### src/rtl/uft_pkg.sv
package uft_pkg;

  localparam int unsigned MAX_DATA = 8;
  localparam int unsigned FRAME_W  = 12;
  localparam int unsigned LEN_W    = 4;

  typedef struct packed {
    logic [1:0] len_sel;
    logic       two_stop;
    logic       par_en;
    logic       par_even;
  } frame_cfg_t;

  function automatic logic [LEN_W-1:0] data_len(input logic [1:0] sel);
    return {2'b00, sel} + LEN_W'(5);
  endfunction

  function automatic logic [LEN_W-1:0] frame_len(input frame_cfg_t c);
    logic [LEN_W-1:0] n;
    n = LEN_W'(1) + data_len(c.len_sel) + {{(LEN_W-1){1'b0}}, c.par_en};
    n = n + (c.two_stop ? LEN_W'(2) : LEN_W'(1));
    return n;
  endfunction

  function automatic logic parity_bit(input frame_cfg_t c, input logic [MAX_DATA-1:0] d);
    logic acc;
    int   n;
    acc = 1'b0;
    n   = int'(data_len(c.len_sel));
    for (int i = 0; i < int'(MAX_DATA); i++) begin
      if (i < n) acc = acc ^ d[i];
    end
    return c.par_even ? acc : ~acc;
  endfunction

  // Bit 0 leaves the line first; unused positions stay high (stop level).
  function automatic logic [FRAME_W-1:0] build_frame(input frame_cfg_t c,
                                                     input logic [MAX_DATA-1:0] d);
    logic [FRAME_W-1:0] f;
    int n;
    f    = '1;
    f[0] = 1'b0;
    n    = int'(data_len(c.len_sel));
    for (int i = 0; i < int'(MAX_DATA); i++) begin
      if (i < n) f[i+1] = d[i];
    end
    if (c.par_en) f[n+1] = parity_bit(c, d);
    return f;
  endfunction

endpackage

### src/rtl/uft_baud.sv
module uft_baud #(
  parameter int unsigned DIV_W  = 16,
  parameter int unsigned FRAC_W = 3
) (
  input  logic              clk,
  input  logic              rst_n,
  input  logic              restart,
  input  logic              run,
  input  logic [DIV_W-1:0]  div,
  input  logic [FRAC_W-1:0] frac,
  output logic              tick
);
  localparam int unsigned CNT_W = DIV_W + 5;

  function automatic logic [CNT_W-1:0] bit_period(input logic [DIV_W-1:0] d,
                                                  input logic [FRAC_W-1:0] f);
    logic [CNT_W-1:0] base;
    base = {{(CNT_W-DIV_W){1'b0}}, d} << 4;
    return base + CNT_W'(16) + {{(CNT_W-FRAC_W){1'b0}}, f};
  endfunction

  logic [CNT_W-1:0] cnt;
  logic [CNT_W-1:0] per_q;
  logic             at_end;

  assign at_end = (cnt == per_q - CNT_W'(1));
  assign tick   = run && at_end;

  always_ff @(posedge clk or negedge rst_n) begin
    if (!rst_n) begin
      cnt   <= '0;
      per_q <= CNT_W'(16);
    end else if (restart) begin
      cnt   <= '0;
      per_q <= bit_period(div, frac);
    end else if (run) begin
      cnt <= at_end ? '0 : cnt + CNT_W'(1);
    end
  end

  assert_count_in_period_R6: assert property (@(posedge clk) disable iff (!rst_n)
    run |-> (cnt < per_q));

endmodule

### src/rtl/uft_shifter.sv
module uft_shifter
  import uft_pkg::*;
(
  input  logic                clk,
  input  logic                rst_n,
  input  logic                load,
  input  logic [MAX_DATA-1:0] load_data,
  input  frame_cfg_t          load_cfg,
  input  logic                tick,
  output logic                busy,
  output logic                line,
  output logic                last_tick
);
  logic [FRAME_W-1:0] shreg;
  logic [LEN_W-1:0]   left;

  assign last_tick = busy && tick && (left == LEN_W'(1));
  assign line      = busy ? shreg[0] : 1'b1;

  always_ff @(posedge clk or negedge rst_n) begin
    if (!rst_n) begin
      shreg <= '1;
      left  <= '0;
      busy  <= 1'b0;
    end else if (load) begin
      shreg <= build_frame(load_cfg, load_data);
      left  <= frame_len(load_cfg);
      busy  <= 1'b1;
    end else if (busy && tick) begin
      shreg <= {1'b1, shreg[FRAME_W-1:1]};
      left  <= left - LEN_W'(1);
      if (left == LEN_W'(1)) busy <= 1'b0;
    end
  end

  assert_len_live_R2: assert property (@(posedge clk) disable iff (!rst_n)
    busy |-> (left != '0));

endmodule

### src/rtl/uart_frac_tx.sv
module uart_frac_tx
  import uft_pkg::*;
#(
  parameter int unsigned DIV_W = 16
) (
  input  logic             clk,
  input  logic             rst_n,
  input  logic [7:0]       line_ctrl,
  input  logic [DIV_W-1:0] baud_div,
  input  logic [2:0]       baud_frac,
  input  logic [7:0]       tx_data,
  input  logic             tx_valid,
  output logic             tx_ready,
  output logic             tx_out,
  output logic             buf_empty,
  output logic             xmit_empty
);
  logic       hold_vld;
  logic [7:0] hold_data;
  logic       busy;
  logic       baud_tick;
  logic       frame_end;
  logic       div_ok;
  logic       start_evt;
  logic       accept_evt;
  frame_cfg_t cfg_now;
  logic       unused_lc;

  assign unused_lc = ^{line_ctrl[7:6], line_ctrl[4]};

  always_comb begin
    cfg_now.len_sel  = line_ctrl[1:0];
    cfg_now.two_stop = line_ctrl[2];
    cfg_now.par_even = line_ctrl[3];
    cfg_now.par_en   = line_ctrl[5];
  end

  assign div_ok     = (baud_div != '0);
  assign accept_evt = tx_valid && tx_ready;
  assign start_evt  = hold_vld && div_ok && (!busy || frame_end);

  assign tx_ready   = !hold_vld;
  assign buf_empty  = !hold_vld;
  assign xmit_empty = !hold_vld && !busy;

  always_ff @(posedge clk or negedge rst_n) begin
    if (!rst_n) begin
      hold_vld  <= 1'b0;
      hold_data <= '0;
    end else if (accept_evt) begin
      hold_vld  <= 1'b1;
      hold_data <= tx_data;
    end else if (start_evt) begin
      hold_vld  <= 1'b0;
    end
  end

  uft_baud #(.DIV_W(DIV_W), .FRAC_W(3)) u_baud (
    .clk     (clk),
    .rst_n   (rst_n),
    .restart (start_evt),
    .run     (busy),
    .div     (baud_div),
    .frac    (baud_frac),
    .tick    (baud_tick)
  );

  uft_shifter u_shift (
    .clk       (clk),
    .rst_n     (rst_n),
    .load      (start_evt),
    .load_data (hold_data),
    .load_cfg  (cfg_now),
    .tick      (baud_tick),
    .busy      (busy),
    .line      (tx_out),
    .last_tick (frame_end)
  );

  assert_tick_in_frame_R6: assert property (@(posedge clk) disable iff (!rst_n)
    baud_tick |-> busy);

  assert_bit_steady_R6: assert property (@(posedge clk) disable iff (!rst_n)
    (busy && !baud_tick) |=> $stable(tx_out));

  assert_start_low_R2: assert property (@(posedge clk) disable iff (!rst_n)
    start_evt |=> !tx_out);

  assert_held_kept_R7: assert property (@(posedge clk) disable iff (!rst_n)
    (hold_vld && !start_evt) |=> hold_vld);

  assert_no_start_disabled_R7: assert property (@(posedge clk) disable iff (!rst_n)
    (!div_ok && !busy) |=> !busy);

  assert_flags_drop_R8: assert property (@(posedge clk) disable iff (!rst_n)
    accept_evt |=> (!buf_empty && !xmit_empty));

endmodule

### config.mk
export PLATFORM = sky130hd
export DESIGN_NAME = uart_frac_tx
export DESIGN_NICKNAME = d
export VERILOG_FILES = /design/src/rtl/uft_pkg.sv /design/src/rtl/uft_baud.sv /design/src/rtl/uft_shifter.sv /design/src/rtl/uart_frac_tx.sv
export SDC_FILE = /design/constraint.sdc
export NUM_CORES = 1
export LEC_CHECK = 0
export ABC_AREA = 1
export ABC_CLOCK_PERIOD_IN_PS = 3080
export BUFFER_PORTS_ARGS = -buffer_cell sky130_fd_sc_hd__buf_2
export CAP_MARGIN = 10
export CORE_UTILIZATION = 63
export CTS_BUF_LIST = sky130_fd_sc_hd__clkbuf_4 sky130_fd_sc_hd__clkbuf_8
export DETAILED_ROUTE_END_ITERATION = 8
export HOLD_SLACK_MARGIN = 0.08
export PLACE_DENSITY = 0.91
export SLEW_MARGIN = 10
export SYNTH_ARGS = -nofsm -noshare
export SYNTH_HDL_FRONTEND = slang
export SYNTH_SLANG_ARGS = --single-unit
### constraint.sdc
create_clock -name clk -period 3.08 [get_ports clk]
set_input_delay 0.924 -clock clk [delete_from_list [all_inputs] [get_ports clk]]
set_output_delay 0.924 -clock clk [all_outputs]
set_load 0.005 [all_outputs]
==> impl_metrics.ini, run 1 <==
[critical_path]
r2r-start = u_baud.per_q[0]$_DFFE_PN0N_
start_kind = flop
path_class = flop to flop
reg2reg_to = u_shift.shreg[11]$_DFFE_PN1P_
cpLargestDelayFamily = simple AND/OR/NAND/NOR gates
cpPeakStageDelay_ns = 0.39
required_ns = 3.36
r2r_cells = 14
arrival_ns = 3.13
regToRegSetupSlack_ns = 0.23
crit_path_end_kind = flop
cp_max_fo = 27
cpMaxStageDelayCell = dfrtp_1
critPathBufInv = 2
critical_path.cell_chain = inv_1 -> ha_1 -> ha_1 -> nand3_2 -> nor2_4 -> nand3_1 -> nand2_1 -> nand3_1 -> nor2_2 -> nand4_4 -> nand2_8 -> nand2_4 -> o21ai_0 -> inv_1

[routing]
wl_per_cell_um = 14.0
vias = 4602
drt_iter0_drc = 299
wirelength_um = 11700
drc = 0
ant_nets = 0
vias_per_cell = 5.52
drt-pass1-iter-count = 6

[synth]
ys_warn_count = 0
synthMostInstantiatedCell = nand2_1
yosys-top-cells-area = dfrtp_1 (27%), nand2_1 (13%), nand3_1 (7.4%)
synthArstFlopShare_pct = 100
synth-main-ff-cell = dfrtp_1
synth_edf_count = 0
synth_cells = 689
yosysTopAreaCell = dfrtp_1
ys_seq_area_share_pct = 34.0
syn_avg_cell_area_um2 = 7.22
synth_top_area_share_pct = 27.2
synth_fp_nets = 749
syn_area_um2 = 4970
ys_seq_elements = 67
synth_cell_types = 39
synth_common_cells = nand2_1 (172), inv_1 (95), nand3_1 (74)

[clock_network]
clkTransAtPathRegs_ns = 0.08
cts_tree = done
postCtsHoldBufs = 0
cts_buffers = 9
cts_buffer_depth = 2
insertion_delay_ns = 0.36
root_buffer = clkbuf_8
cts_resized = 0
htree_num_levels = 3
cts_sinks = 67
cts_setup_buffers = 0

[power_and_ir_drop]
p_total_mw = 1.70
sw_frac_of_total_pct = 27.8
p_sw_mw = 0.473
internal_power_mw = 1.23
seqPwrFrac_pct = 51.6
power-per-cell-area_nw_per_um2 = 313
p_leak_nw = 2.83
p_clk_share_pct = 40.7
ir_worst_vdd_mv = 0.237
combPwrFrac_pct = 7.7

[sta]
fin_crit_ns = 2.85
finalSetupViolations = 0
finClkSkew_ns = 0.0129
timing.final.hold_violations = 0
maxSlewViolCount = 0
worst_slew_pin_slew_ns = 0.752
period_share_pct = 92.5
slew_headroom_pct = 49.8
fmax_ghz = 0.351

[die]
die_w_um = 90.8
rows = 32
fp.dieH_um = 90.8
pin_count = 42
core-area_um2 = 7690
dieArea_um2 = 8250
start_util_pct = 64.7

[global_routing]
grtUsageTotal_pct = 30.6
grt_start_max_net_pins = 36
antenna_found_initial = 0
grt_pass1_vias = 4644
grt_pass1_wl_um = 20200
grt_remaining_overflow = 0

[worst_hold_path]
hp-class = flop to flop
whs_path_depth = 2
holdPathEnd = u_shift.shreg[0]$_DFFE_PN1P_
hold_path_startpoint = u_shift.shreg[0]$_DFFE_PN1P_

[finish]
syn_to_final_growth_pct = 9.71
drive_above_1_share_pct = 14.5
final_nets = 787
utilization_pct = 71.0
antenna_cells = 0

[placement]
globalplace.congestion = 0.887
place_hpwl_um = 8870
io_buffer_count = 38

[run_status]
status = finished, final reports clean

[flow_run]
drv_cap = 0
-- area by class of cell --
class	instances	area, um2
Clock buffer	9	124
Clock inverter	7	58.8
Sequential cell	67	1690
Multi-Input combinational cell	505	2830
Timing Repair Buffer	44	248
Fill cell	614	2230
Tap cell	102	128
Inverter	100	375
-- flip-flops by register name, indices dropped and copies added, names as in the netlist --
register	flops
hold_data	8
hold_vld	1
u_baud.cnt	21
u_baud.per_q	20
u_shift.busy	1
u_shift.left	4
u_shift.shreg	12
-- worst max path at each step --
| stage | cells after the start | to | start |
|---|---|---|---|
| final | 14 | u_shift.shreg[11]$_DFFE_PN1P_ | u_baud.per_q[0]$_DFFE_PN0N_ |
| after floorplan | 11 | u_shift.left[3]$_DFFE_PN0P_ | line_ctrl[0] |
| after CTS | 16 | u_shift.shreg[11]$_DFFE_PN1P_ | u_baud.per_q[0]$_DFFE_PN0N_ |
| after detailed placement | 16 | u_shift.shreg[11]$_DFFE_PN1P_ | u_baud.per_q[0]$_DFFE_PN0N_ |
| after global routing | 15 | u_shift.shreg[11]$_DFFE_PN1P_ | u_baud.per_q[0]$_DFFE_PN0N_ |
| after global placement | 16 | u_shift.shreg[11]$_DFFE_PN1P_ | u_baud.per_q[0]$_DFFE_PN0N_ |
-- per-layer routing --
layer / wire length [um] / global-route usage [%] / vias up
li1: - / - / 2258
met1: 5000 / 38.5 / 2165
met2: 5820 / 53.0 / 147
met3: 549 / 3.11 / 32
met4: 322 / 13.8 / 0
met5: 0 / 0 / -
-- per-stage QoR --
stage                     setup WS (ns)  hold WS (ns)  instances  cell area (um2)  setup TNS [ns]
after floorplan                   0.555         0.443        689             4970               0
after global placement            0.218         0.457        817             5240               0
after detailed placement          0.104         0.461        817             5240               0
after CTS                        0.0787         0.473        833             5430               0
after global routing           -0.00272         0.483        834             5460        -0.00272
final                             0.231         0.472        834             5460               0
-- cell families (layout without fill, tap and decap cells) --
family / count (synthesis) / after routing / share of synthesized area, %
AOI/OAI and AO/OA: 57 / 58 / 6.54
muxes: 3 / 3 / 0.679
xor gates and xnor gates: 51 / 51 / 8.98
buffers and inverters: 118 / 160 / 9.66
adders and majority gates: 22 / 22 / 5.84
DFF: 67 / 67 / 34.0
and+or+nand+nor: 371 / 371 / 34.2
-- worst register-to-register path: cells and delay by family, from the launching register on --
family                   cells  cell delay (ns)
flip-flops                   1             0.39
adder cells (fa/ha/maj)      2             0.48
buffers and inverters        2             0.19
AND/OR/NAND/NOR              9             1.52
AO/OA/AOI/OAI                1             0.19
-- power groups by stage --
stage,clock (mW),combinational (mW),sequential (mW)
final,0.693,0.132,0.880
after detailed placement,0,0.132,0.897
after global placement,0,0.124,0.897
after floorplan,0,0.0639,0.897
after CTS,0.701,0.133,0.880
after global routing,0.744,0.152,0.880
-- cell usage in the layout (no fill, tap or decap), drive strengths merged --
master    netlist  final
a21oi          12     13
a31oi           2      2
buf            10     44
clkbuf          8      9
clkinv          1      3
clkinvlp        0      2
dfrtp          54     54
dfstp          13     13
fa              2      2
ha             20     20
inv            99    102
mux2            3      3
nand2         177    177
nand2b          1      1
nand3          78     78
nand3b         10     10
nand4          10     10
nor2           76     76
nor3           16     16
nor4            2      2
o21a            2      2
o21ai          33     33
o22ai           8      8
or2             1      1
xnor2          15     15
xor2           36     36
No activity file was read; power rests on OpenSTA's default activity.
==> run 2, diff against run 1 <==
--- a/config.mk
+++ b/config.mk
@@ -17,4 +17,5 @@
 export SLEW_MARGIN = 10
 export SYNTH_ARGS = -nofsm -noshare
 export SYNTH_HDL_FRONTEND = slang
+export SYNTH_HIERARCHICAL = 1
 export SYNTH_SLANG_ARGS = --single-unit
==> run 2 against run 1 <==
  * The run now fails in 5_1_grt
  * Synthesized cell count increased by 9.6%
  * Area after synthesis increased by 5.1%
==> impl_metrics.ini, run 2 <==
[run_status]
status = stopped before the end
stop_stage = 5_1_grt
firstError = [ERROR GRT-0232] Routing congestion too high. Check the congestion heatmap in the GUI.

[clock_network]
cts_sinks = 67
htree_num_levels = 3
root_buffer = clkbuf_8
cts_buffers = 9
cts_buffer_depth = 2

[synth]
synth_edf_count = 0
syn_avg_cell_area_um2 = 6.92
synthMostInstantiatedCell = nand2_1
yosys-top-cells-area = dfrtp_1 (26%), nand2_1 (16%), inv_1 (6.9%)
syn_area_um2 = 5230
synth_cell_types = 47
synth-main-ff-cell = dfrtp_1
synth_fp_nets = 815
synth_top_area_share_pct = 25.8
yosysTopAreaCell = dfrtp_1
synth_common_cells = nand2_1 (219), inv_1 (96), nor2_1 (90)
ys_warn_count = 6
synth_cells = 755
synthArstFlopShare_pct = 100
ys_seq_area_share_pct = 32.4
ys_seq_elements = 67

[sta]
postGrtWorstEndpoint = u_shift/left[1]$_DFFE_PN0P_/D
worst-ep-kind = sequential cell input

[placement]
globalplace.congestion = 0.951
dp_slack_ns = -0.355
io_buffer_count = 38
place_hpwl_um = 10300
place_inst = 924

[global_routing]
grtUsageTotal_pct = 70.8
grt_start_max_net_pins = 36
grt_remaining_overflow = 8

[die]
die_w_um = 93.1
rows = 32
start_util_pct = 66.3
fp.dieH_um = 93.1
pin_count = 42
-- run 2: timing repair --
action | 4_1_cts
buffers inserted | 30
gates cloned | 6
endpoints found under the setup margin | 57
pin swaps | 22
gates resized for setup | 88
hold buffers | 0
-- run 2: routing by layer --
metal	overflow	track usage, %
met4	1	66.0
met2	7	89.6
met1	0	70.0
met3	0	56.7
met5	0	18.6
-- run 2: per-stage QoR --
stage | cell area, um2 | hold slack [ns]
after detailed placement | 5810 | 0.454
after CTS | 6630 | 0.359
after global placement | 5810 | 0.452
after floorplan | 5250 | 0.444
-- run 2: cells by family after synthesis --
family,count (synthesis),share of synthesized area [%]
AOI/OAI and AO/OA,83,9.02
xor gates and xnor gates,37,6.20
adders and majority gates,22,5.55
buffers and inverters,117,8.90
DFF,67,32.4
muxes,8,2.30
and+or+nand+nor,421,35.6
==> run 3, diff against run 2 <==
--- a/config.mk
+++ b/config.mk
@@ -9,11 +9,9 @@
 export ABC_CLOCK_PERIOD_IN_PS = 3080
 export BUFFER_PORTS_ARGS = -buffer_cell sky130_fd_sc_hd__buf_2
 export CAP_MARGIN = 10
-export CORE_UTILIZATION = 63
-export CTS_BUF_LIST = sky130_fd_sc_hd__clkbuf_4 sky130_fd_sc_hd__clkbuf_8
+export CORE_UTILIZATION = 40
 export DETAILED_ROUTE_END_ITERATION = 8
-export HOLD_SLACK_MARGIN = 0.08
-export PLACE_DENSITY = 0.91
+export PLACE_DENSITY_LB_ADDON = 0.15
 export SLEW_MARGIN = 10
 export SYNTH_ARGS = -nofsm -noshare
 export SYNTH_HDL_FRONTEND = slang
==> run 3 against run 2 <==
  * The flow now finishes, with violations (setup timing)
  * Synthesized cell count unchanged
  * Area after synthesis did not move
==> impl_metrics.ini, run 3 <==
[run_status]
status = complete, but fails checks
violations = setup timing

[sta]
period_share_pct = 103
finClkSkew_ns = 0.00819
maxSlewViolCount = 0
finalSetupViolations = 45
timing.hold.ws_ns = 0.452
timing.final.ws_setup_ns = -0.100
setup_tns_ns = -2.41
worst_slew_pin_slew_ns = 0.433
timing.final.hold_violations = 0
slew_headroom_pct = 71.0
rsz0062_at_grt = yes
fin_crit_ns = 3.18
fmax_ghz = 0.314

[synth]
synthAdderAreaFrac_pct = 5.55
synth_cell_types = 47
ys_seq_area_share_pct = 32.4
synthSimpleGateAreaFrac_pct = 35.6
synth_top_area_share_pct = 25.8
synthMuxAreaShare_pct = 2.30
synth_fp_nets = 815
ys_warn_count = 6
synth_edf_count = 0
syn_avg_cell_area_um2 = 6.92
syn_area_um2 = 5230
synth-compound-area-share_pct = 9.02
synth-main-ff-cell = dfrtp_1
ys_seq_elements = 67
yosysTopAreaCell = dfrtp_1
synthMostInstantiatedCell = nand2_1
synth_common_cells = nand2_1 (219), inv_1 (96), nor2_1 (90)
yosys-top-cells-area = dfrtp_1 (26%), nand2_1 (16%), inv_1 (6.9%)
synthXorXnorAreaFrac_pct = 6.20
synth_cells = 755
synthArstFlopShare_pct = 100
synth_top_family_by_area = simple AND/OR/NAND/NOR gates

[critical_path]
cpPeakStageDelay_ns = 0.38
critical_path.cell_chain = inv_2 -> ha_4 -> ha_4 -> nor2_2 -> nor2_2 -> nand3_2 -> nand2b_4 -> nor2_2 -> nand2_1 -> nor2_2 -> nand4_1 -> nor3_2 -> nand2_2 -> nor2_4 -> inv_2 -> a21oi_2 -> a21boi_2 -> buf_6 -> buf_6 -> clkinvlp_4 -> buf_6 -> nand2_2 -> o21ai_2
required_ns = 3.31
cpMaxStageDelayCell = dfrtp_1
cpMostUsedCell = nor2_2
crit_path_end_kind = flop
cp_max_fo = 6
path_class = flop to flop
arrival_ns = 3.41
start_kind = flop
r2r_cells = 23

[power_and_ir_drop]
power-per-cell-area_nw_per_um2 = 327
p_clk_share_pct = 49.6
combPwrFrac_pct = 9.5
internal_power_mw = 1.68
p_leak_nw = 3.43
ir_worst_vdd_mv = 0.266
seqPwrFrac_pct = 40.8
sw_frac_of_total_pct = 24.1
p_sw_mw = 0.534

[clock_network]
htree_num_levels = 3
cts_buffers = 9
clkTransAtPathRegs_ns = 0.05
cts_buffer_depth = 2
postCtsHoldBufs = 0
cts_tree = done
root_buffer = clkbuf_16
cts_sinks = 67
insertion_delay_ns = 0.34

[die]
die_w_um = 116
dieArea_um2 = 13500
core-area_um2 = 12700
fp.dieH_um = 116
start_util_pct = 41.3
pin_count = 42
rows = 41

[finish]
final_nets = 925
layout_common_cells = nand2_1 (200), inv_1 (84), nor2_1 (79)
largest_register = u_baud/cnt
largest_reg_flops = 21
layout_commonest_cell = nand2_1
utilization_pct = 53.4
drive_above_1_share_pct = 29.1
top_regs = u_baud/cnt x21, u_baud/per_q x20, u_shift/shreg x12
antenna_cells = 0
syn_to_final_growth_pct = 29.4

[placement]
io_buffer_count = 38
place_hpwl_um = 10500
globalplace.congestion = 0.863

[routing]
drt_iter0_drc = 281
wl_per_cell_um = 13.6
vias_per_cell = 4.92
ant_nets = 0
wirelength_um = 14100
drt-pass1-iter-count = 5
vias = 5126
drc = 0

[global_routing]
grt_pass1_vias = 5056
grtUsageTotal_pct = 22.3
antenna_found_initial = 0
grt_pass1_wl_um = 23300
grt_remaining_overflow = 0
grt_start_max_net_pins = 30

[worst_hold_path]
hp-class = primary input to async pin

[flow_run]
drv_cap = 0
run 3: cell counts after synthesis:
No cell type changed its count.
run 3: per-stage QoR:
step / instance area, um2 / total power, mW / setup WS, ns / cells
floorplan: 5250 / 1.04 / 0.0199 / 755
global placement: 5990 / 1.12 / -0.308 / 1007
detailed placement: 5990 / 1.13 / -0.310 / 1007
CTS: 6630 / 2.23 / -0.137 / 1041
global route: 6760 / 2.30 / -0.350 / 1042
finish: 6760 / 2.21 / -0.100 / 1042
run 3: worst max-delay path: cells and delay by family, from the launching register on:
| kind | cells | cell delay [ns] |
|---|---|---|
| AO/OA/AOI/OAI | 3 | 0.35 |
| flip-flops | 1 | 0.38 |
| buffers and inverters | 6 | 0.72 |
| AND/OR/NAND/NOR | 12 | 1.15 |
| adder cells (fa/ha/maj) | 2 | 0.45 |
run 3: cell families after synthesis:
logic type               after synthesis
flip-flops                            67
multiplexers                           8
adder cells (fa/ha/maj)               22
AO/OA/AOI/OAI                         83
buffers and inverters                117
XOR/XNOR                              37
AND/OR/NAND/NOR                      421
run 3: worst paths after layout:
kind,startpoint,to,slack [ns]
hold reg to reg,u_shift/shreg[6]$_DFFE_PN1P_,u_shift/shreg[6]$_DFFE_PN1P_,0.47
hold / removal,rst_n,u_baud/per_q[5]$_DFFE_PN0P_,0.45
setup reg to reg,u_baud/per_q[0]$_DFFE_PN0P_,u_baud/per_q[8]$_DFFE_PN0P_,-0.10
min in group clk,u_shift/shreg[6]$_DFFE_PN1P_,u_shift/shreg[6]$_DFFE_PN1P_,0.47
setup / recovery,u_baud/per_q[0]$_DFFE_PN0P_,u_baud/per_q[8]$_DFFE_PN0P_,-0.10
max in group asynchronous,rst_n,u_shift/shreg[10]$_DFFE_PN1P_,1.92
run 3: cell type report:
| type | count | area [um2] |
|---|---|---|
| Tap cell | 172 | 215 |
| Timing Repair inverter | 2 | 15.0 |
| Multi-Input combinational cell | 571 | 3290 |
| Clock buffer | 11 | 233 |
| Fill cell | 1230 | 5910 |
| Inverter | 104 | 400 |
| Clock inverter | 5 | 77.6 |
| Sequential cell | 67 | 1690 |
| Timing Repair Buffer | 110 | 838 |
run 3: what timing repair did:
action                     CTS  global route
gates cloned                 4             0
gates resized for setup     65            45
pin swaps                   18            16
buffers inserted            14             2
setup endpoints to repair   56            58
run 3: power by group through the flow:
stage / Sequential [mW] / Clock (mW) / Combinational, mW
after floorplan: 0.913 / 0 / 0.129
after global placement: 0.917 / 0 / 0.198
after detailed placement: 0.917 / 0 / 0.209
after CTS: 0.903 / 1.12 / 0.211
after global routing: 0.904 / 1.15 / 0.239
final: 0.903 / 1.10 / 0.211
run 3: routing by layer:
layer / part of all wire, % / track usage [%]
met3: 3.0 / 4.05
met4: 1.3 / 8.03
met1: 43 / 25.1
met5: 0 / 0
met2: 53 / 41.9
